**config.mk**
```make
export PLATFORM = sky130hd
export DESIGN_NAME = ts_out_fmt
export DESIGN_NICKNAME = d
export VERILOG_FILES = /design/src/rtl/ts_fmt_pkg.sv /design/src/rtl/ts_pkt_track.sv /design/src/rtl/ts_sig_gen.sv /design/src/rtl/ts_clk_gen.sv /design/src/rtl/ts_out_fmt.sv
export SDC_FILE = /design/constraint.sdc
export NUM_CORES = 1
export LEC_CHECK = 0
export BUFFER_PORTS_ARGS = -buffer_cell sky130_fd_sc_hd__buf_2
export CORE_MARGIN = 2
export CORE_UTILIZATION = 35
export CTS_BUF_LIST = sky130_fd_sc_hd__clkbuf_8
export CTS_CLUSTER_DIAMETER = 50
export DETAILED_ROUTE_END_ITERATION = 8
export GPL_TIMING_DRIVEN = 1
export MAX_ROUTING_LAYER = met4
export PLACE_DENSITY = 0.51
export SLEW_MARGIN = 20
export SYNTH_ARGS = -nofsm -noshare
export SYNTH_HDL_FRONTEND = slang
export SYNTH_SLANG_ARGS = --single-unit
```
**constraint.sdc**
```tcl
create_clock -name clk_i -period 5.1 [get_ports clk_i]
set_input_delay 1.02 -clock clk_i [delete_from_list [all_inputs] [get_ports clk_i]]
set_output_delay 1.02 -clock clk_i [all_outputs]
set_load 0.005 [all_outputs]
```
**src/rtl/ts_fmt_pkg.sv**
```systemverilog
package ts_fmt_pkg;
  typedef enum logic [1:0] {
    ERR_WHOLE = 2'd0,
    ERR_DATA  = 2'd1,
    ERR_SYNC  = 2'd2
  } err_mode_e;

  typedef struct packed {
    logic       clk_data_only;
    logic       valid_pulse;
    logic [1:0] err_mode;
    logic       clk_fall;
    logic       valid_inv;
    logic       sync_inv;
    logic       err_inv;
    logic       lsb_first;
  } cfg_t;
endpackage

```
**src/rtl/ts_pkt_track.sv**
```systemverilog
module ts_pkt_track
  import ts_fmt_pkg::*;
#(
  parameter int W = 8,
  parameter int PKT_LEN = 204,
  parameter logic [W-1:0] SYNC = 8'h47,
  localparam int CW = $clog2(PKT_LEN)
) (
  input  logic          clk_i,
  input  logic          rst_ni,
  input  logic          vld_i,
  input  logic [W-1:0]  byte_i,
  input  logic          uncorr_i,
  input  cfg_t          cfg_i,
  output logic          start_o,
  output logic          drop_o,
  output logic          emit_o,
  output logic [CW-1:0] pos_o,
  output logic          lock_o,
  output cfg_t          cfg_q_o,
  output logic          err_q_o
);
  logic          lock_q;
  logic [CW-1:0] pos_q;
  logic          is_sync;

  assign is_sync = (byte_i == SYNC);
  assign start_o = vld_i && is_sync && (!lock_q || pos_q == '0);
  assign drop_o  = vld_i && lock_q && pos_q == '0 && !is_sync;
  assign emit_o  = start_o || (vld_i && lock_q && pos_q != '0);
  assign pos_o   = start_o ? '0 : pos_q;
  assign lock_o  = lock_q;

  always_ff @(posedge clk_i or negedge rst_ni) begin
    if (!rst_ni) begin
      lock_q  <= 1'b0;
      pos_q   <= '0;
      cfg_q_o <= '0;
      err_q_o <= 1'b0;
    end else begin
      if (start_o) begin
        lock_q  <= 1'b1;
        cfg_q_o <= cfg_i;
        err_q_o <= uncorr_i;
      end else if (drop_o) begin
        lock_q  <= 1'b0;
      end
      if (emit_o)
        pos_q <= (pos_o == CW'(PKT_LEN - 1)) ? '0 : pos_o + 1'b1;
    end
  end
endmodule

```
**src/rtl/ts_sig_gen.sv**
```systemverilog
module ts_sig_gen
  import ts_fmt_pkg::*;
#(
  parameter int W = 8,
  parameter int PKT_LEN = 204,
  parameter int DATA_LEN = 188,
  localparam int CW = $clog2(PKT_LEN)
) (
  input  logic          clk_i,
  input  logic          rst_ni,
  input  logic          emit_i,
  input  logic          drop_i,
  input  logic [CW-1:0] pos_i,
  input  cfg_t          cfg_i,
  input  logic          err_i,
  input  logic [W-1:0]  byte_i,
  output logic [W-1:0]  data_o,
  output logic          valid_o,
  output logic          sync_o,
  output logic          err_o,
  output logic          clk_en_o,
  output logic          launch_o
);
  logic         in_data, first, valid_act, err_win;
  logic [W-1:0] rev;

  always_comb begin
    for (int i = 0; i < W; i++) rev[i] = byte_i[W-1-i];
  end

  assign in_data   = pos_i < CW'(DATA_LEN);
  assign first     = pos_i == '0;
  assign valid_act = cfg_i.valid_pulse ? first : in_data;

  always_comb begin
    case (err_mode_e'(cfg_i.err_mode))
      ERR_WHOLE: err_win = 1'b1;
      ERR_DATA:  err_win = in_data;
      default:   err_win = first;
    endcase
  end

  always_ff @(posedge clk_i or negedge rst_ni) begin
    if (!rst_ni) begin
      data_o   <= '0;
      valid_o  <= 1'b0;
      sync_o   <= 1'b0;
      err_o    <= 1'b0;
      clk_en_o <= 1'b0;
      launch_o <= 1'b0;
    end else begin
      launch_o <= emit_i;
      if (emit_i) begin
        data_o   <= cfg_i.lsb_first ? rev : byte_i;
        valid_o  <= valid_act ^ cfg_i.valid_inv;
        sync_o   <= first ^ cfg_i.sync_inv;
        err_o    <= (err_i && err_win) ^ cfg_i.err_inv;
        clk_en_o <= !cfg_i.clk_data_only || in_data;
      end else if (drop_i) begin
        data_o   <= '0;
        valid_o  <= cfg_i.valid_inv;
        sync_o   <= cfg_i.sync_inv;
        err_o    <= cfg_i.err_inv;
        clk_en_o <= 1'b0;
      end
    end
  end
endmodule

```
**src/rtl/ts_clk_gen.sv**
```systemverilog
module ts_clk_gen (
  input  logic clk_i,
  input  logic rst_ni,
  input  logic launch_i,
  input  logic en_i,
  input  logic fall_i,
  output logic ts_clk_o
);
  // second half of each byte: move to sampling level
  always_ff @(posedge clk_i or negedge rst_ni) begin
    if (!rst_ni) ts_clk_o <= 1'b0;
    else         ts_clk_o <= (launch_i && en_i) ? ~fall_i : fall_i;
  end
endmodule

```
**src/rtl/ts_out_fmt.sv**
```systemverilog
module ts_out_fmt
  import ts_fmt_pkg::*;
#(
  parameter int W = 8,
  parameter int PKT_LEN = 204,
  parameter int DATA_LEN = 188,
  parameter logic [W-1:0] SYNC = 8'h47
) (
  input  logic         clk_i,
  input  logic         rst_ni,
  input  logic         byte_vld_i,
  input  logic [W-1:0] byte_i,
  input  logic         uncorr_i,
  input  logic         cfg_clk_data_only_i,
  input  logic         cfg_valid_pulse_i,
  input  logic [1:0]   cfg_err_mode_i,
  input  logic         cfg_clk_fall_i,
  input  logic         cfg_valid_inv_i,
  input  logic         cfg_sync_inv_i,
  input  logic         cfg_err_inv_i,
  input  logic         cfg_lsb_first_i,
  output logic         ts_clk_o,
  output logic [W-1:0] ts_data_o,
  output logic         ts_valid_o,
  output logic         ts_sync_o,
  output logic         ts_err_o
);
  localparam int CW = $clog2(PKT_LEN);

  cfg_t          cfg_in, cfg_q, cfg_eff;
  logic          start, drop, emit, lock, err_q, err_eff, clk_en, launch;
  logic [CW-1:0] pos;

  assign cfg_in = {cfg_clk_data_only_i, cfg_valid_pulse_i, cfg_err_mode_i, cfg_clk_fall_i,
                   cfg_valid_inv_i, cfg_sync_inv_i, cfg_err_inv_i, cfg_lsb_first_i};
  // new settings apply from the sync byte that captures them
  assign cfg_eff = start ? cfg_in : cfg_q;
  assign err_eff = start ? uncorr_i : err_q;

  ts_pkt_track #(.W(W), .PKT_LEN(PKT_LEN), .SYNC(SYNC)) u_trk (
    .clk_i, .rst_ni, .vld_i(byte_vld_i), .byte_i, .uncorr_i, .cfg_i(cfg_in),
    .start_o(start), .drop_o(drop), .emit_o(emit), .pos_o(pos), .lock_o(lock),
    .cfg_q_o(cfg_q), .err_q_o(err_q)
  );

  ts_sig_gen #(.W(W), .PKT_LEN(PKT_LEN), .DATA_LEN(DATA_LEN)) u_sig (
    .clk_i, .rst_ni, .emit_i(emit), .drop_i(drop), .pos_i(pos), .cfg_i(cfg_eff),
    .err_i(err_eff), .byte_i, .data_o(ts_data_o), .valid_o(ts_valid_o),
    .sync_o(ts_sync_o), .err_o(ts_err_o), .clk_en_o(clk_en), .launch_o(launch)
  );

  ts_clk_gen u_clk (
    .clk_i, .rst_ni, .launch_i(launch), .en_i(clk_en), .fall_i(cfg_eff.clk_fall),
    .ts_clk_o
  );
endmodule

```
==> flow_summary.toml, run 1 <==
[timing]
post-route-period-util = 0.654
rsz0062_at_grt = "no"
fmax_ghz = 0.300
worst_slew_pin_slew_ns = 0.950
fin_ws_ns = 1.76
slew_violations = 0
fin_crit_ns = 3.34
finClkSkew_ns = 0.00484
setup_viol = 0
slew_headroom = 0.364
setup_tns_ns = 0
hold_viol = 0

[route]
vias = 1697
dr.pass1.iters = 4
drc = 0
ant_nets = 0
wl_um = 4960
routed_via_density = 5.44
drt-initial-drc-count = 89
wire_per_inst_um = 15.9

[finish]
layoutNonFillerInstCount = 312
diodes = 0
area_growth_pct = 13.2
final_nets = 262
finalInstanceArea_sq_mm = 0.00222
drive_above_1_share = 0.229

[critical_path]
critPathMaxFanout = 10
path_buf_inv = 2
crit_chain = "buf_2, nand4bb_4, nor3_2, nand2_1, nand2_1, ha_1, inv_1, o31ai_2, a32oi_1, a211o_1, a31o_1"
start_kind = "input pin"
cp_top_family = "simple AND/OR/NAND/NOR gates"
worstSetupPathType = "input pin to register"
crit_top_cell = "nand2_1"
required_ns = 5.27
worstPathArrival_ns = 3.50
max_stage_delay_ns = 0.54
crit_path_top_delay_cell = "nor3_2"
crit_path_end_kind = "register"

[floorplan]
dieArea_sq_mm = 0.00622
ioPinCount = 33
dieHeight_um = 78.9
die_x_um = 78.9
core-area_sq_mm = 0.00547
start_util = 0.359
row_count = 27

[cts]
postCtsSetupBuffers = 0
cts_buffers = 5
cts-resized-gates = 0
cts_tree = "done"
clk_latency_ns = 0.28
cts-root-buf = "clkbuf_8"
cts-htree-levels = 2
ctsLongestPathBuffers = 2
cts-hold-fix-buffers = 0
cts.sinks = 33
clk_pin_slew_ns = 0.07

[placement]
io_buffers = 32
dp.final_hpwl_um = 3620
dp_cells = 304
place_ws_ns = 1.50
place.gp.congestion = 0.836
dpl-instance-area_sq_mm = 0.00214

[global_routing]
grt_max_degree = 34
overflow = 0
grt_usage = 0.182
grt_pass1_vias = 1712
grt_pass1_wl_um = 8580
antenna_found_initial = 0

[synth]
ys_warn_count = 0
synth_top_area_share = 0.421
synthTopCellsByCount = "42 x nand2_1, 33 x dfrtp_1, 14 x o21ai_0, 9 x nor2_1, 8 x nand3_1"
synth.avg_cell_area_sq_um = 9.44
synth_area_sq_mm = 0.00196
synth_most_common_cell = "nand2_1"
synth-seq-cells = 33
ys.flop_type = "dfrtp_1"
synth-async-reset-ratio = 1.00
syn_inst = 208
synth_area_leaders = "dfrtp_1 42%, nand2_1 8.0%, o21ai_0 3.6%, a22o_1 3.1%, nand3_1 2.0%"
synth_largest_area_cell = "dfrtp_1"
synth_edf_count = 0
yosysSeqAreaShare = 0.421
syn_nets = 231
synthDistinctLibCells = 58

[power]
cellPowerDensity_mw_per_mm2 = 403
max-vdd-ir-drop_mv = 0.235
totalPowerFinal_uw = 896
leakage_nw = 1.01

[min_path]
hp-class = "register to register"

[job]
maxCapViolCount = 0

[outcome]
status = "completed"
## worst paths after layout
| path | start | to | slack (ns) | depth (start not counted) |
|---|---|---|---|---|
| max in group asynchronous | rst_ni | u_sig.valid_o$_DFFE_PN0P_ | 3.82 | 1 |
| hold reg to reg | u_trk.cfg_q_o[5]$_DFF_PN0_ | u_trk.cfg_q_o[5]$_DFF_PN0_ | 0.48 | 2 |
| hold / removal | u_trk.cfg_q_o[5]$_DFF_PN0_ | u_trk.cfg_q_o[5]$_DFF_PN0_ | 0.48 | 2 |
| setup reg to reg | u_trk.pos_q[2]$_DFFE_PN0N_ | u_trk.pos_q[2]$_DFFE_PN0N_ | 2.24 | 5 |
| setup / recovery | byte_i[4] | u_sig.err_o$_DFFE_PN0P_ | 1.76 | 11 |
| min in group asynchronous | rst_ni | u_trk.pos_q[5]$_DFFE_PN0N_ | 0.81 | 1 |
## flip-flops by register name (all words and copies together), names as in the netlist
signal,flops
u_trk.cfg_q_o,9
u_sig.data_o,8
u_trk.pos_q,8
u_clk.ts_clk_o,1
u_sig.clk_en_o,1
u_sig.err_o,1
u_sig.launch_o,1
u_sig.sync_o,1
u_sig.valid_o,1
u_trk.err_q_o,1
u_trk.lock_o,1
## through the flow
stage	utilization	hold WS, ns
CTS	0.406	0.489
global route	0.406	0.521
floorplan	-	0.437
finish	0.406	0.484
global placement	0.391	0.465
detailed placement	0.391	0.473
## worst register-to-register path: stages (launching register included)
cell	delay [ns]
dfrtp_1	0.50
nor3_4	0.36
a31oi_1	0.19
nor2_1	0.76
clkinv_1	0.55
a32o_1	0.38
## placed cells by master (no fill, tap or decap), types with 4 or more instances in the layout
master,instances
a21oi_1,6
dfrtp_1,33
nand3_1,8
buf_2,32
nand2_1,42
a31oi_1,6
clkbuf_8,5
nand4_1,4
nor2_1,9
inv_1,10
a22o_1,7
o21ai_0,14
## cells by family after synthesis
family	synth area share
adders and majority gates	0.0127
DFF	0.421
muxes	0.0159
xor gates and xnor gates	0.0178
buffers and inverters	0.0554
AOI/OAI and AO/OA	0.219
and+or+nand+nor	0.258
## per-layer routing
layer / vias up / global-route usage / wire, um
met5: - / - / 0
met4: 0 / 0.0362 / 33
met3: 5 / 0.0341 / 261
met2: 43 / 0.291 / 2240
met1: 830 / 0.245 / 2430
li1: 819 / - / -
## final cells by class
cell class	instances	area, sq um
fillers	598	3250
clock inverters	3	11.3
flip-flops and latches	33	826
well taps	72	90.1
clock buffers	5	68.8
repair buffers	33	168
inverters	8	30.0
multi-input cells	158	1030
## where the power goes
group	switching, mW	total [mW]	internal, mW	leakage, nW
combinational	0.177	0.317	0.140	0.528
sequential	0.0675	0.396	0.328	0.433
clock	0.0925	0.183	0.0909	0.0519
No activity file was read; power rests on OpenSTA's default activity.
==> run 2: changes to the inputs <==
==> constraint.sdc (replaced) <==
create_clock -name clk_i -period 3.3 [get_ports clk_i]
set_input_delay 0.66 -clock clk_i [delete_from_list [all_inputs] [get_ports clk_i]]
set_output_delay 0.66 -clock clk_i [all_outputs]
set_load 0.005 [all_outputs]
==> flow_summary.toml, run 2 (synthesized netlist as in run 1, its figures left out) <==
[route]
routed_via_density = 5.31
wl_um = 4810
vias = 1678
wire_per_inst_um = 15.2
ant_nets = 0
drc = 0
dr.pass1.iters = 4
drt-initial-drc-count = 124

[global_routing]
grt_max_degree = 34
grt_pass1_vias = 1645
grt_usage = 0.173
antenna_found_initial = 0
grt_pass1_wl_um = 7980
overflow = 0

[critical_path]
worstSetupPathType = "register to register"
crit_path_top_delay_cell = "dfrtp_1"
critPathMaxFanout = 9
crit_top_cell = "nand2_1"
path_buf_inv = 1
reg2reg_depth = 10
start_kind = "register"
crit_chain = "nor3_4, a31o_2, nand2_1, nand2_1, ha_1, inv_1, o31ai_2, a32oi_1, a211o_1, a31o_1"
max_stage_delay_ns = 0.50
worstPathArrival_ns = 2.84
cp_num_cells = 10
cp_top_family = "compound AO/OA/AOI/OAI gates"
crit_path_end_kind = "register"
required_ns = 3.48

[floorplan]
row_count = 27
start_util = 0.359
ioPinCount = 33
die_x_um = 78.9
core-area_sq_mm = 0.00547
dieArea_sq_mm = 0.00622
dieHeight_um = 78.9

[timing]
worst_slew_pin_slew_ns = 0.761
fin_ws_ns = 0.646
rsz0062_at_grt = "no"
fin_crit_ns = 2.65
slew_violations = 0
finClkSkew_ns = 0.00607
hold_viol = 0
setup_tns_ns = 0
slew_headroom = 0.493
post-route-period-util = 0.804
setup_viol = 0
fmax_ghz = 0.377

[finish]
top_register = "u_trk.cfg_q_o"
layout_commonest_cell = "nand2_1"
top_regs = "u_trk.cfg_q_o (9), u_sig.data_o (8), u_trk.pos_q (8)"
multi_input_area_sq_mm = 0.00103
area_growth_pct = 15.4
largest_reg_flops = 9
final_nets = 267
fillCellCount = 576
most-common-layout-cells = "42 x nand2_1, 33 x dfrtp_1, 32 x buf_2"
drive_above_1_share = 0.250
diodes = 0
regArea_sq_um = 826

[power]
max-vdd-ir-drop_mv = 0.260
switching_power_uw = 518
leakage_nw = 1.03
power.share.switching = 0.366
totalPowerFinal_mw = 1.41
p_comb_frac = 0.354
cellPowerDensity_mw_per_mm2 = 624
clkPwrFrac = 0.217
p_seq_frac = 0.429
p_int_uw = 896

[cts]
cts.sinks = 33
cts-hold-fix-buffers = 0
clk_pin_slew_ns = 0.07
ctsLongestPathBuffers = 2
cts-htree-levels = 2
cts-root-buf = "clkbuf_8"
cts-resized-gates = 0
postCtsSetupBuffers = 0
cts_buffers = 5
cts_tree = "done"
clk_latency_ns = 0.29

[min_path]
hp-class = "input pin to asynchronous set/reset pin"

[outcome]
status = "completed"

[placement]
place.gp.congestion = 0.785
io_buffers = 32
dp.final_hpwl_um = 3540
place_ws_ns = 0.478

[job]
maxCapViolCount = 0
## run 2: cell types whose count changed in the layout (fill, tap and decap cells not counted)
| cell | previous run | this run |
|---|---|---|
| buf_4 | 1 | 6 |
| clkbuf_8 | 5 | 6 |
| inv_1 | 10 | 8 |
## run 2: worst paths after layout
kind                                        startpoint  slack [ns]                          end
max                         u_trk.pos_q[2]$_DFFE_PN0N_        0.65      u_sig.err_o$_DFFE_PN0P_
min                                             rst_ni        0.44   u_trk.pos_q[6]$_DFFE_PN0N_
max reg2reg                 u_trk.pos_q[2]$_DFFE_PN0N_        0.65      u_sig.err_o$_DFFE_PN0P_
min reg2reg                u_sig.data_o[1]$_DFFE_PN0P_        0.47  u_sig.data_o[1]$_DFFE_PN0P_
max in group asynchronous                       rst_ni        2.37   u_trk.cfg_q_o[6]$_DFF_PN0_
min in group clk_i         u_sig.data_o[1]$_DFFE_PN0P_        0.47  u_sig.data_o[1]$_DFFE_PN0P_
## run 2: per-stage QoR
step	cell area (sq um)	util	instances	hold slack, ns
after global routing	2270	0.414	316	0.495
after CTS	2270	0.414	316	0.473
after floorplan	1960	-	208	0.364
after detailed placement	2180	0.398	309	0.460
after global placement	2180	0.398	309	0.459
final	2270	0.414	316	0.445
## run 2: worst register-to-register path, cell delays in order (launching register included)
cell     delay, ns
dfrtp_1       0.50
nor3_4        0.38
a31o_2        0.22
nand2_1       0.08
nand2_1       0.10
ha_1          0.22
inv_1         0.11
o31ai_2       0.28
a32oi_1       0.17
a211o_1       0.29
a31o_1        0.21
## run 2: cell type report
| class | instances | share of cell area |
|---|---|---|
| multi-input combinational | 158 | 0.454 |
| sequential | 33 | 0.364 |
| timing repair buffer | 38 | 0.0906 |
| tap | 72 | 0.0398 |
| clock buffer | 6 | 0.0364 |
| inverter | 8 | 0.0133 |
| clock inverter | 1 | 0.00166 |
## run 2: power groups by stage
stage / sequential [mW] / clock (mW) / combinational (mW)
detailed placement: 0.614 / 0 / 0.502
CTS: 0.607 / 0.314 / 0.504
global placement: 0.615 / 0 / 0.504
finish: 0.607 / 0.307 / 0.501
floorplan: 0.589 / 0 / 0.375
global route: 0.626 / 0.332 / 0.559
## run 2: per-layer routing
metal / vias up / GRT usage / routed length [um]
li1: 829 / - / -
met1: 801 / 0.232 / 2410
met2: 38 / 0.253 / 2120
met3: 10 / 0.0375 / 166
met4: 0 / 0.0759 / 111
met5: - / - / 0
